### src/rtl/burst_pkg.sv
package burst_pkg;
  typedef enum logic [1:0] {
    BT_FIXED = 2'b00,
    BT_INCR  = 2'b01,
    BT_WRAP  = 2'b10,
    BT_RSVD  = 2'b11
  } burst_type_e;
endpackage

### src/rtl/burst_legal.sv
module burst_legal
  import burst_pkg::*;
#(
  parameter int ADDR_W = 32,
  parameter int LEN_W  = 8,
  parameter int SIZE_W = 3,
  parameter int PAGE_W = 12
) (
  input  logic [ADDR_W-1:0] addr_i,
  input  logic [SIZE_W-1:0] size_i,
  input  logic [LEN_W-1:0]  len_i,
  input  burst_type_e       type_i,
  output logic              legal_o
);
  localparam int XW = ADDR_W + 1;

  logic [ADDR_W-1:0] size_mask, aligned;
  logic [XW-1:0]     span, last_byte;
  logic              crosses, wrap_len_ok, long_len;

  always_comb begin
    size_mask   = (ADDR_W'(1) << size_i) - ADDR_W'(1);
    aligned     = addr_i & ~size_mask;
    span        = (XW'(len_i) + XW'(1)) << size_i;
    last_byte   = {1'b0, aligned} + span - XW'(1);
    crosses     = (last_byte >> PAGE_W) != ({1'b0, addr_i} >> PAGE_W);
    wrap_len_ok = (len_i == LEN_W'(1)) || (len_i == LEN_W'(3)) ||
                  (len_i == LEN_W'(7)) || (len_i == LEN_W'(15));
    long_len    = len_i > LEN_W'(15);
    unique case (type_i)
      BT_FIXED: legal_o = !long_len;
      BT_INCR:  legal_o = !crosses;
      BT_WRAP:  legal_o = wrap_len_ok && ((addr_i & size_mask) == '0);
      default:  legal_o = 1'b0;
    endcase
  end
endmodule

### src/rtl/burst_step.sv
module burst_step
  import burst_pkg::*;
#(
  parameter int ADDR_W = 32,
  parameter int SIZE_W = 3
) (
  input  logic [ADDR_W-1:0] cur_i,
  input  logic [SIZE_W-1:0] size_i,
  input  burst_type_e       type_i,
  input  logic [ADDR_W-1:0] wrap_mask_i,
  output logic [ADDR_W-1:0] next_o
);
  logic [ADDR_W-1:0] bytes, size_mask, inc_addr, wrap_addr;

  always_comb begin
    bytes     = ADDR_W'(1) << size_i;
    size_mask = bytes - ADDR_W'(1);
    // realign first, so an unaligned start snaps to the grid
    inc_addr  = (cur_i & ~size_mask) + bytes;
    wrap_addr = (cur_i & ~wrap_mask_i) | ((cur_i + bytes) & wrap_mask_i);
    unique case (type_i)
      BT_INCR: next_o = inc_addr;
      BT_WRAP: next_o = wrap_addr;
      default: next_o = cur_i;
    endcase
  end
endmodule

### src/rtl/burst_seq.sv
module burst_seq
  import burst_pkg::*;
#(
  parameter int ADDR_W = 32,
  parameter int LEN_W  = 8,
  parameter int SIZE_W = 3,
  parameter int PAGE_W = 12
) (
  input  logic              clk_i,
  input  logic              rst_ni,
  input  logic              req_valid_i,
  output logic              req_ready_o,
  input  logic [ADDR_W-1:0] req_addr_i,
  input  logic [SIZE_W-1:0] req_size_i,
  input  logic [LEN_W-1:0]  req_len_i,
  input  burst_type_e       req_type_i,
  input  logic              legal_i,
  input  logic [ADDR_W-1:0] next_addr_i,
  output logic [ADDR_W-1:0] cur_addr_o,
  output logic [SIZE_W-1:0] size_o,
  output burst_type_e       type_o,
  output logic [ADDR_W-1:0] wrap_mask_o,
  output logic              beat_valid_o,
  input  logic              beat_ready_i,
  output logic              beat_last_o,
  output logic              err_o
);
  logic              active_q, err_q;
  logic [LEN_W-1:0]  left_q;
  logic [ADDR_W-1:0] cur_q, mask_q, page_q;
  logic [SIZE_W-1:0] size_q;
  burst_type_e       type_q;
  logic              req_fire, beat_fire, last;

  assign req_ready_o  = !active_q;
  assign req_fire     = req_valid_i && req_ready_o;
  assign beat_valid_o = active_q;
  assign last         = (left_q == '0);
  assign beat_last_o  = active_q && last;
  assign beat_fire    = active_q && beat_ready_i;
  assign cur_addr_o   = cur_q;
  assign size_o       = size_q;
  assign type_o       = type_q;
  assign wrap_mask_o  = mask_q;
  assign err_o        = err_q;

  always_ff @(posedge clk_i or negedge rst_ni) begin
    if (!rst_ni) begin
      active_q <= 1'b0;
      err_q    <= 1'b0;
      left_q   <= '0;
      cur_q    <= '0;
      mask_q   <= '0;
      page_q   <= '0;
      size_q   <= '0;
      type_q   <= BT_FIXED;
    end else begin
      err_q <= req_fire && !legal_i;
      if (req_fire && legal_i) begin
        active_q <= 1'b1;
        cur_q    <= req_addr_i;
        left_q   <= req_len_i;
        size_q   <= req_size_i;
        type_q   <= req_type_i;
        page_q   <= req_addr_i >> PAGE_W;
        mask_q   <= ((ADDR_W'(req_len_i) + ADDR_W'(1)) << req_size_i) - ADDR_W'(1);
      end else if (beat_fire) begin
        if (last) begin
          active_q <= 1'b0;
        end else begin
          cur_q  <= next_addr_i;
          left_q <= left_q - LEN_W'(1);
        end
      end
    end
  end

  assert_last_ends_R1: assert property (@(posedge clk_i) disable iff (!rst_ni)
    beat_fire && last |=> !beat_valid_o);
  assert_mid_continues_R1: assert property (@(posedge clk_i) disable iff (!rst_ni)
    beat_fire && !last |=> beat_valid_o);
  assert_stall_hold_R10: assert property (@(posedge clk_i) disable iff (!rst_ni)
    beat_valid_o && !beat_ready_i |=> beat_valid_o && $stable(cur_q) && $stable(beat_last_o));
  assert_fixed_same_R3: assert property (@(posedge clk_i) disable iff (!rst_ni)
    beat_fire && !last && type_q == BT_FIXED |=> $stable(cur_q));
  assert_in_page_R8: assert property (@(posedge clk_i) disable iff (!rst_ni)
    active_q |-> (cur_q >> PAGE_W) == page_q);
  assert_err_after_accept_R11: assert property (@(posedge clk_i) disable iff (!rst_ni)
    err_q |-> $past(req_valid_i && req_ready_o) && !active_q);
endmodule

### src/rtl/burst_addr_gen.sv
module burst_addr_gen
  import burst_pkg::*;
#(
  parameter int ADDR_W = 32,
  parameter int LEN_W  = 8,
  parameter int SIZE_W = 3,
  parameter int PAGE_W = 12
) (
  input  logic              clk_i,
  input  logic              rst_ni,
  input  logic              req_valid_i,
  output logic              req_ready_o,
  input  logic [ADDR_W-1:0] req_addr_i,
  input  logic [SIZE_W-1:0] req_size_i,
  input  logic [LEN_W-1:0]  req_len_i,
  input  logic [1:0]        req_type_i,
  output logic              beat_valid_o,
  input  logic              beat_ready_i,
  output logic [ADDR_W-1:0] beat_addr_o,
  output logic              beat_last_o,
  output logic              err_o
);
  logic              legal;
  logic [ADDR_W-1:0] cur_addr, next_addr, wrap_mask;
  logic [SIZE_W-1:0] size_q;
  burst_type_e       type_q, req_type;

  assign req_type    = burst_type_e'(req_type_i);
  assign beat_addr_o = cur_addr;

  burst_legal #(.ADDR_W(ADDR_W), .LEN_W(LEN_W), .SIZE_W(SIZE_W), .PAGE_W(PAGE_W)) u_legal (
    .addr_i (req_addr_i),
    .size_i (req_size_i),
    .len_i  (req_len_i),
    .type_i (req_type),
    .legal_o(legal)
  );

  burst_step #(.ADDR_W(ADDR_W), .SIZE_W(SIZE_W)) u_step (
    .cur_i      (cur_addr),
    .size_i     (size_q),
    .type_i     (type_q),
    .wrap_mask_i(wrap_mask),
    .next_o     (next_addr)
  );

  burst_seq #(.ADDR_W(ADDR_W), .LEN_W(LEN_W), .SIZE_W(SIZE_W), .PAGE_W(PAGE_W)) u_seq (
    .clk_i       (clk_i),
    .rst_ni      (rst_ni),
    .req_valid_i (req_valid_i),
    .req_ready_o (req_ready_o),
    .req_addr_i  (req_addr_i),
    .req_size_i  (req_size_i),
    .req_len_i   (req_len_i),
    .req_type_i  (req_type),
    .legal_i     (legal),
    .next_addr_i (next_addr),
    .cur_addr_o  (cur_addr),
    .size_o      (size_q),
    .type_o      (type_q),
    .wrap_mask_o (wrap_mask),
    .beat_valid_o(beat_valid_o),
    .beat_ready_i(beat_ready_i),
    .beat_last_o (beat_last_o),
    .err_o       (err_o)
  );
endmodule

### config.mk
export PLATFORM = sky130hd
export DESIGN_NAME = burst_addr_gen
export DESIGN_NICKNAME = d
export VERILOG_FILES = /design/src/rtl/burst_pkg.sv /design/src/rtl/burst_legal.sv /design/src/rtl/burst_step.sv /design/src/rtl/burst_seq.sv /design/src/rtl/burst_addr_gen.sv
export SDC_FILE = /design/constraint.sdc
export NUM_CORES = 1
export LEC_CHECK = 0
export BUFFER_PORTS_ARGS = -buffer_cell sky130_fd_sc_hd__buf_2
export CAP_MARGIN = 30
export CORE_MARGIN = 4
export CORE_UTILIZATION = 45
export CTS_BUF_LIST = sky130_fd_sc_hd__clkbuf_8
export DETAILED_ROUTE_END_ITERATION = 12
export SYNTH_ARGS = -nofsm -noshare
export SYNTH_HDL_FRONTEND = slang
export SYNTH_SLANG_ARGS = --single-unit
export TNS_END_PERCENT = 10
### constraint.sdc
create_clock -name clk_i -period 4.25 [get_ports clk_i]
set_clock_uncertainty 0.1 [all_clocks]
set_input_delay 0.2125 -clock clk_i [delete_from_list [all_inputs] [get_ports clk_i]]
set_output_delay 0.2125 -clock clk_i [all_outputs]
set_load 0.02 [all_outputs]
Word-level counts from Yosys, hierarchy flattened --
Index checks and enable logic that the tools add are counted.
Operators by class: add/subtract/negate cells 10, multipliers 0, divide/modulo/power cells 0, $lt $le $gt $ge 1, equality and inequality tests 10, shift-type cells 4, muxes and demuxes 11, bitwise logic cells 9, reduce and logical (&&, ||, !) cells 22
Operator list (count):
- $and A32 B32 Y32 | 5
- $mux W32 | 3
- $not A32 Y32 | 3
- $add A32 B32 Y32 | 2
- $pmux W32 S2 | 1
- $shl A1 B3 Y32 const A | 2
- $sub A32 B1 Y32 const B | 2
- $add A32 B33 Y33 | 1
- $shl A33 B3 Y33 | 1
- $sub A33 B1 Y33 const B | 1
- $logic_not A32 Y1 | 1
- $or A32 B32 Y32 | 1
- $shl A32 B3 Y32 | 1
- $sub A32 B2 Y32 const B | 1
- $mux W8 | 3
- $ne A21 B20 Y1 | 1
- $add A8 B1 Y9 const B | 2
- $eq A8 B1 Y1 const B | 1
- $eq A8 B2 Y1 const B | 1
- $eq A8 B3 Y1 const B | 1
- $eq A8 B4 Y1 const B | 1
- $gt A8 B4 Y1 const B | 1
- $logic_not A8 Y1 | 1
- $sub A8 B1 Y8 const B | 1
- 13 further kinds | 29
Word-level totals: flip-flop bits (word level) 79, latch bits 0, RAM bits 0, memory bits (read-only) 0, input bits 49, output and inout bits 36, logic and storage cells 74, memories kept 0

Logic depth before layout (Yosys ltp) --
Gate-level depths: netlist (run 1).
depth after elaboration 12, gate-level depth with buffers 26, mapped depth without buffers 21

Hierarchy --
Synthesis (run 1) repeated with hierarchy kept, for this count alone.
Second synthesis, totals: cells, all modules 1499, area total of the unflattened synthesis 10612.7 um2
By module, submodules not included:
- burst_seq | instances 1, cells an instance 522, area an instance 4426.7 um2, seq. area each 1951.9 um2
- burst_legal | instances 1, cells an instance 501, area an instance 3156.8 um2, seq. area each 0.0 um2
- burst_step | instances 1, cells an instance 476, area an instance 3029.2 um2, seq. area each 0.0 um2

Worst setup path before layout (run 1) --
OpenSTA, ideal clock, no wires.
path kind input -> register, from input port req_len_i[0], to register u_seq.size_q[1], in the netlist u_seq.size_o[1], library setup time 0.125 ns, data arrival time 5.181 ns, data required time 4.025 ns, setup slack -1.156 ns, stages on the path 21, path buffers 2, cell sequence ha_1 > clkbuf_1 > nand3_1 > nor3_1 > o32a_1 > nand2_1 > mux2_2 > mux2_2 > ha_1 > inv_1 > ha_1 > nand2_1 > a2111oi_1 > a22oi_2 > mux2_2 > a311o_1 > or4b_4 > nor4_4 > a31oi_2 > buf_6 > mux2_4
Between the ends: longest elaborated chain between the ends 8, elaborated cells on any way between the ends 18, those cells by class add/sub: 3; order compare: 1; eq/ne: 5; shift: 1; mux: 1; reduce/logical: 7
Ends and longest elaborated chain:
- from (decl) | RTL line burst_addr_gen.sv:15 | input logic [LEN_W-1:0] req_len_i,
- $add A8 B1 Y9 | RTL line burst_legal.sv:24 | span = (XW'(len_i) + XW'(1)) << size_i;
- $shl A33 B3 Y33 | RTL line burst_legal.sv:24
- $add A32 B33 Y33 | RTL line burst_legal.sv:25 | last_byte = {1'b0, aligned} + span - XW'(1);
- $sub A33 B1 Y33 | RTL line burst_legal.sv:25
- $ne A21 B20 Y1 | RTL line burst_legal.sv:26 | crosses = (last_byte >> PAGE_W) != ({1'b0, addr_i} >> PAGE_W);
- $logic_not A1 Y1 | RTL line burst_legal.sv:32 | BT_INCR: legal_o = !crosses;
- $pmux W1 S3 (*) | RTL line burst_legal.sv:30 | unique case (type_i)
- $logic_and A1 B1 Y1 (*) | RTL line burst_seq.sv:59 | if (req_fire && legal_i) begin
- to (signal assigned) | RTL line burst_seq.sv:63 | size_q <= req_size_i;
- to (decl) | RTL line burst_seq.sv:31 | logic [SIZE_W-1:0] size_q;
Every way passes the cells marked *; elsewhere a longest branch is shown, timed or not. A chain may end at the register's enable or synchronous reset.

==> metrics.txt, run 1 <==
CP required 4.38 ns; pre-CTS setup slack -1.14 ns; most frequent cells after synthesis nand2_1 (119), a21oi_1 (103), inv_1 (101); # DRC 0; Yosys reg bits 78; CP max FO 18; Slew Viols, Final 0; post-route clock period utilization 1.13; gr usage total 0.296; CP Class in2reg; Post-synth EDFFs 0; DP HPWL 29000 µm; CTS tree yes; HP Class in2reg; Synth cell types 86; maximum clock frequency 0.208 GHz; CTS Sinks 78; Ys Warns 0; num ports 85; cell total after placement 1796; vias 10900; Setup WS post-layout -0.549 ns; Worst-Margin Slew 0.979 ns; syn avg cell area 7.51 µm²; vias per cell 5.97; failing checks negative setup slack; DR WL/cell 19.9 µm; Syn Std Cell Area 0.00981 mm²; Root Driver clkbuf_8; clock slew at reported path FFs 0.09 ns; Crit. End Element register; share of cells above drive strength 1 0.291; max-cap violation count 0; minimum clock period 4.80 ns; syn_nets 1421; outcome finished, violations left; setup TNS -32.50 ns; Reg2Reg Launch Point u_seq.size_o[1]; Reg2Reg Setup Slack 0.37 ns; Die Y 156 µm; CP startpoint kind input port; Finished Layout Cells 1833; Final GP Congestion 0.986; Antenna Violating Nets Remaining 0; Starting Density 0.463; Die X 156 µm; sequential share of the synthesized area 0.199; final hold vios 0; Final setup viols 78; area of the core 0.0212 mm²; vias in the first global route 10600; Worst EP arrival 4.93 ns; PortBufs 84; CTS Buf Count 9; Pwr Density 345 mW/mm²; Top FF cell, synth dfrtp_1; Setup crit start req_len_i[1]; first-pass GRT wire length 57700 µm; Max IR drop VDD 0.000179 V; Slew headroom 0.331; pin count of the biggest net entering global routing 41; initial antenna violation count 0; final wirelength 36400 µm; most common cell in the netlist nand2_1; Cells after Synth 1306; diodes inserted 0; FILL cells 2019; RSZ-0062 raised after global routing true; synth top area cells dfrtp_1 (20%), ha_1 (8.3%), a21oi_1 (5.3%), nand2_1 (4.6%), xnor2_1 (4.0%); post-synth top area share 0.199; Initial DRC Count 844; drt first pass iters 5; static leakage 6.00 nW; FP Rows 53; DIE AREA 0.0242 mm²; Yosys top cell by area dfrtp_1; maximum buffer depth of the clock tree 2; R2R cell count 12; final net count 1668; Synth-to-Final Area Change 30.0%; grt total ovfl 0; Clk Latency, worst-skew pair 0.36 ns; ys async rst share 1.00; H-tree Lvls 3
[worst min-delay path by stage]
| stage | startpoint | to | slack (ns) | depth (start not counted) |
|---|---|---|---|---|
| after floorplan | rst_ni | asynchronous set/reset pin | -0.18 | 0 |
| after global routing | req_type_i[1] | u_seq.type_o[1] | 0.05 | 2 |
| after global placement | rst_ni | asynchronous set/reset pin | 0.14 | 1 |
| after detailed placement | rst_ni | u_seq.size_o[2] | 0.13 | 1 |
| final | req_type_i[1] | u_seq.type_o[1] | 0.05 | 2 |
| after CTS | req_addr_i[10] | register | 0.03 | 3 |
[repair_timing]
item	CTS	global route
buffers inserted	11	5
setup endpoints to repair	78	78
resized for setup	60	14
pin swaps	31	12
hold buffers	2	0
cloned	4	0
hold endpoints to repair	39	0
[cell families after synthesis]
logic type	share of synthesized area
and+or+nand+nor	0.254
AOI/OAI and AO/OA	0.253
buffers and inverters	0.0710
DFF	0.199
xor gates and xnor gates	0.0607
adders and majority gates	0.0859
muxes	0.0759
[layout make-up]
type / count / area, µm² / area share
tap: 275 / 344 / 0.0270
clock inverter: 6 / 93.8 / 0.00735
clock buffer: 10 / 138 / 0.0108
sequential: 78 / 1950 / 0.153
inverter: 101 / 379 / 0.0297
timing repair buffer: 306 / 2220 / 0.174
multi-input combinational: 1057 / 7640 / 0.598
[worst max-delay path, stage by stage]
cell and delay (ns):
buf_8 0.08, ha_4 0.16, nand3_4 0.09, nor3_4 0.21, o32a_1 0.20, nand2_2 0.07, mux2_4 0.27, mux2_4 0.29
ha_4 0.26, inv_2 0.04, ha_4 0.28, nand2_4 0.06, a2111oi_4 0.41, a22oi_2 0.13, mux2_4 0.33, a311o_1 0.36
or4b_4 0.50, nor4_4 0.24, a31oi_4 0.20, buf_12 0.22, mux2_4 0.30
[power breakdown]
part,switching (mW),internal (mW)
Clock,0.295,0.351
Combinational,1.42,1.17
Sequential,0.265,0.903
[through the flow]
stage / power [mW] / hold WS (ns) / util / area, µm²
detailed placement: 3.62 / 0.133 / 0.568 / 12000
finish: 4.40 / 0.0507 / 0.601 / 12800
floorplan: 2.72 / -0.183 / - / 10100
CTS: 4.36 / 0.0318 / 0.597 / 12700
global route: 4.71 / 0.0548 / 0.601 / 12800
global placement: 3.59 / 0.136 / 0.568 / 12000
[metal layers]
| layer | share of wire | global-route usage | wire length (µm) | up-vias |
|---|---|---|---|---|
| li1 | - | - | - | 5315 |
| met1 | 0.46 | 0.420 | 16900 | 5209 |
| met2 | 0.45 | 0.477 | 16500 | 360 |
| met3 | 0.059 | 0.0424 | 2160 | 53 |
| met4 | 0.023 | 0.0750 | 839 | 0 |
| met5 | 0 | 0 | 0 | - |
[cells in the final DEF (no fill, tap or decap), types with 25 or more instances in the layout]
master,netlist,routed
a21o_1,25,25
a21oi_1,103,98
buf_2,5,80
buf_4,0,210
dfrtp_1,78,78
ha_1,65,53
inv_1,101,97
mux2i_1,29,28
nand2_1,119,114
nand3_1,52,49
nand4_1,49,49
nor2_1,98,87
nor3_1,34,29
o21ai_0,68,55
xnor2_1,45,45
(Power assumes the default switching activity.)
==> inputs of run 2 (changes only) <==
PLACE_DENSITY = 0.61   (was default)
RECOVER_POWER = 100   (was default)
==> run 2 against run 1 <==
Net effect: the flow finishes with violations (max-capacitance violations, max-slew violations, negative setup slack); cell count fell by 0.22%; non-clock buffer count fell by 2; setup slack got worse by 0.11 ns; core utilization fell by 0.75 points; via count rose by 0.37%; die area did not move; largest cell class unchanged.
==> metrics.txt, run 2 (synthesized netlist as in run 1, its figures left out) <==
Antenna Violating Nets Remaining 0 (unchanged); pre-CTS setup slack -1.14 ns (+0.00466 ns); RSZ-0062 raised after global routing true; final hold vios 0 (unchanged); CP dominant cell by count mux2_4; Reg2Reg Launch Point u_seq.size_o[0]; Pwr Density 345 mW/mm² (about the same); Slew headroom -0.0333 (-0.364); FP Rows 53 (unchanged); Hold Path Depth 2 (unchanged); static leakage 5.86 nW (-2.4%); CP startpoint kind input port; grt total ovfl 0 (unchanged); CTS tree yes; CP max stage cell or4b_4; max-cap violation count 1 (+1); Crit. End Element register; # DRC 0 (unchanged); post-route clock period utilization 1.16 (+0.0263); vias 11000 (+0.37%); clock slew at reported path FFs 0.09 ns (about the same); vias per cell 6.00 (+0.59%); share of cells above drive strength 1 0.260 (-0.0314); R2R cell count 13 (+1); first-pass GRT wire length 57800 µm (+0.20%); gr usage total 0.297 (+0.000700); most frequent cells in the layout buf_4 (207), nand2_1 (114), a21oi_1 (98); Die X 156 µm (unchanged); Reg2Reg Setup Slack 0.37 ns (about the same); worst hold path startpoint req_type_i[1]; Slew Viols, Final 28 (+28); worst path cell trace buf_8, ha_4, nand3_4, nor3_4, o32a_1, nand2_2, mux2_4, mux2_4, ha_4, inv_2, ha_4, nand2_4, a2111oi_4, a22oi_2, mux2_4, a311o_1, or4b_4, nor4_4, a31oi_4, buf_12, buf_6, mux2_4; CTS Sinks 78 (unchanged); PortBufs 84 (unchanged); Initial DRC Count 933 (+11%); diodes inserted 0 (unchanged); minimum clock period 4.91 ns (+0.112 ns); initial antenna violation count 0 (unchanged); Setup WS post-layout -0.661 ns (-0.112 ns); Synth-to-Final Area Change 28.4%; max incr delay on CP 0.51 ns (about the same); Worst EP arrival 5.06 ns (+0.13 ns); DIE AREA 0.0242 mm² (unchanged); num ports 85 (unchanged); Max IR drop VDD 0.000189 V (+5.3%); Starting Density 0.463 (unchanged); Die Y 156 µm (unchanged); maximum buffer depth of the clock tree 2 (unchanged); outcome finished, violations left; maximum clock frequency 0.204 GHz (-2.3%); CP max FO 16 (-2); Clk Latency, worst-skew pair 0.36 ns (about the same); H-tree Lvls 3 (unchanged); Total Power 4.35 mW (-1.2%); area of the core 0.0212 mm² (unchanged); DP HPWL 29800 µm (+2.9%); Final GP Congestion 1.06 (+7.3%); failing checks max-capacitance violations, max-slew violations, negative setup slack; Worst-Margin Slew 1.55 ns (+0.571 ns); pin count of the biggest net entering global routing 53 (+29%); final net count 1664 (-0.24%); drt first pass iters 5 (unchanged); Worst Hold End u_seq.type_o[1]; vias in the first global route 10300 (-2.6%); HP Class in2reg; CP Class in2reg; CP required 4.39 ns (about the same); Root Driver clkbuf_8; CTS Buf Count 9 (unchanged); DR WL/cell 20.1 µm (+1.0%); Final setup viols 78 (unchanged); setup TNS -39.55 ns (-7.05 ns); most common cell after layout, fill and taps aside buf_4; final wirelength 36700 µm (+0.82%)
[run 2: cell count changes in the layout (fill, tap and decap cells not counted), moves of 3 or more]
cell | previous run | this run
buf_2 | 80 | 42
o21ai_1 | 15 | 9
clkbuf_1 | 0 | 37
o21ai_0 | 55 | 60
ha_1 | 53 | 57
nor2_2 | 10 | 13
buf_4 | 210 | 207
nor2_1 | 87 | 84
ha_4 | 11 | 8
[run 2: worst max-delay path by stage]
| stage | startpoint | to | slack, ns | cells after the start |
|---|---|---|---|---|
| 6_report | req_len_i[1] | u_seq.wrap_mask_o[31] | -0.66 | 22 |
| 5_1_grt | req_len_i[1] | u_seq.wrap_mask_o[18] | -0.85 | 22 |
| 4_1_cts | req_len_i[1] | u_seq.wrap_mask_o[18] | -0.62 | 22 |
| 3_5_place_dp | req_len_i[0] | u_seq.wrap_mask_o[31] | -1.14 | 21 |
| 3_3_place_gp | req_len_i[0] | u_seq.wrap_mask_o[31] | -1.03 | 22 |
| 2_1_floorplan | req_len_i[0] | u_seq.size_o[1] | -0.56 | 22 |
[run 2: stage by stage]
| stage | hold slack (ns) | util | std cells | area, µm² |
|---|---|---|---|---|
| floorplan | -0.183 | - | 1306 | 10100 |
| global placement | 0.355 | 0.569 | 1798 | 12100 |
| detailed placement | 0.0740 | 0.570 | 1799 | 12100 |
| CTS | 0.0235 | 0.595 | 1829 | 12600 |
| global route | 0.0140 | 0.594 | 1829 | 12600 |
| finish | 0.0334 | 0.594 | 1829 | 12600 |
[run 2: layout make-up]
cell class                 instances  area [µm²]
tap                              275         344
clock inverter                     7        96.3
multi-input combinational       1055        7540
fill                            2044        8620
inverter                         101         379
clock buffer                       9         124
timing repair buffer             304        2170
sequential                        78        1950
[run 2: report_power, final]
part / leakage [nW] / total (mW) / internal, mW / switching [mW]
Clock: 0.114 / 0.627 / 0.333 / 0.294
Sequential: 0.994 / 1.17 / 0.903 / 0.265
Combinational: 4.75 / 2.55 / 1.13 / 1.42
Total: 5.86 / 4.35 / 2.36 / 1.98
[run 2: what timing repair did]
action,4_1_cts,5_1_grt
setup buffers,9,1
resized for setup,41,17
gates cloned,3,0
hold buffers,2,0
setup endpoints to repair,78,78
pin swaps,19,3
hold endpoints to repair,27,0
[run 2: worst max-delay path, delay by kind of cell]
kind	cells	cell delay, ns
mux	4	1.20
compound gates	5	1.24
simple gates	6	1.24
buf+inv	4	0.46
fa+ha+maj	3	0.70
[run 2: per-layer routing]
metal / vias to the layer above / global-route usage / wire (µm)
met1: 5185 / 0.439 / 17000
met5: - / 0 / 0
li1: 5297 / - / -
met2: 422 / 0.466 / 16300
met4: 0 / 0.0850 / 1100
met3: 74 / 0.0225 / 2330
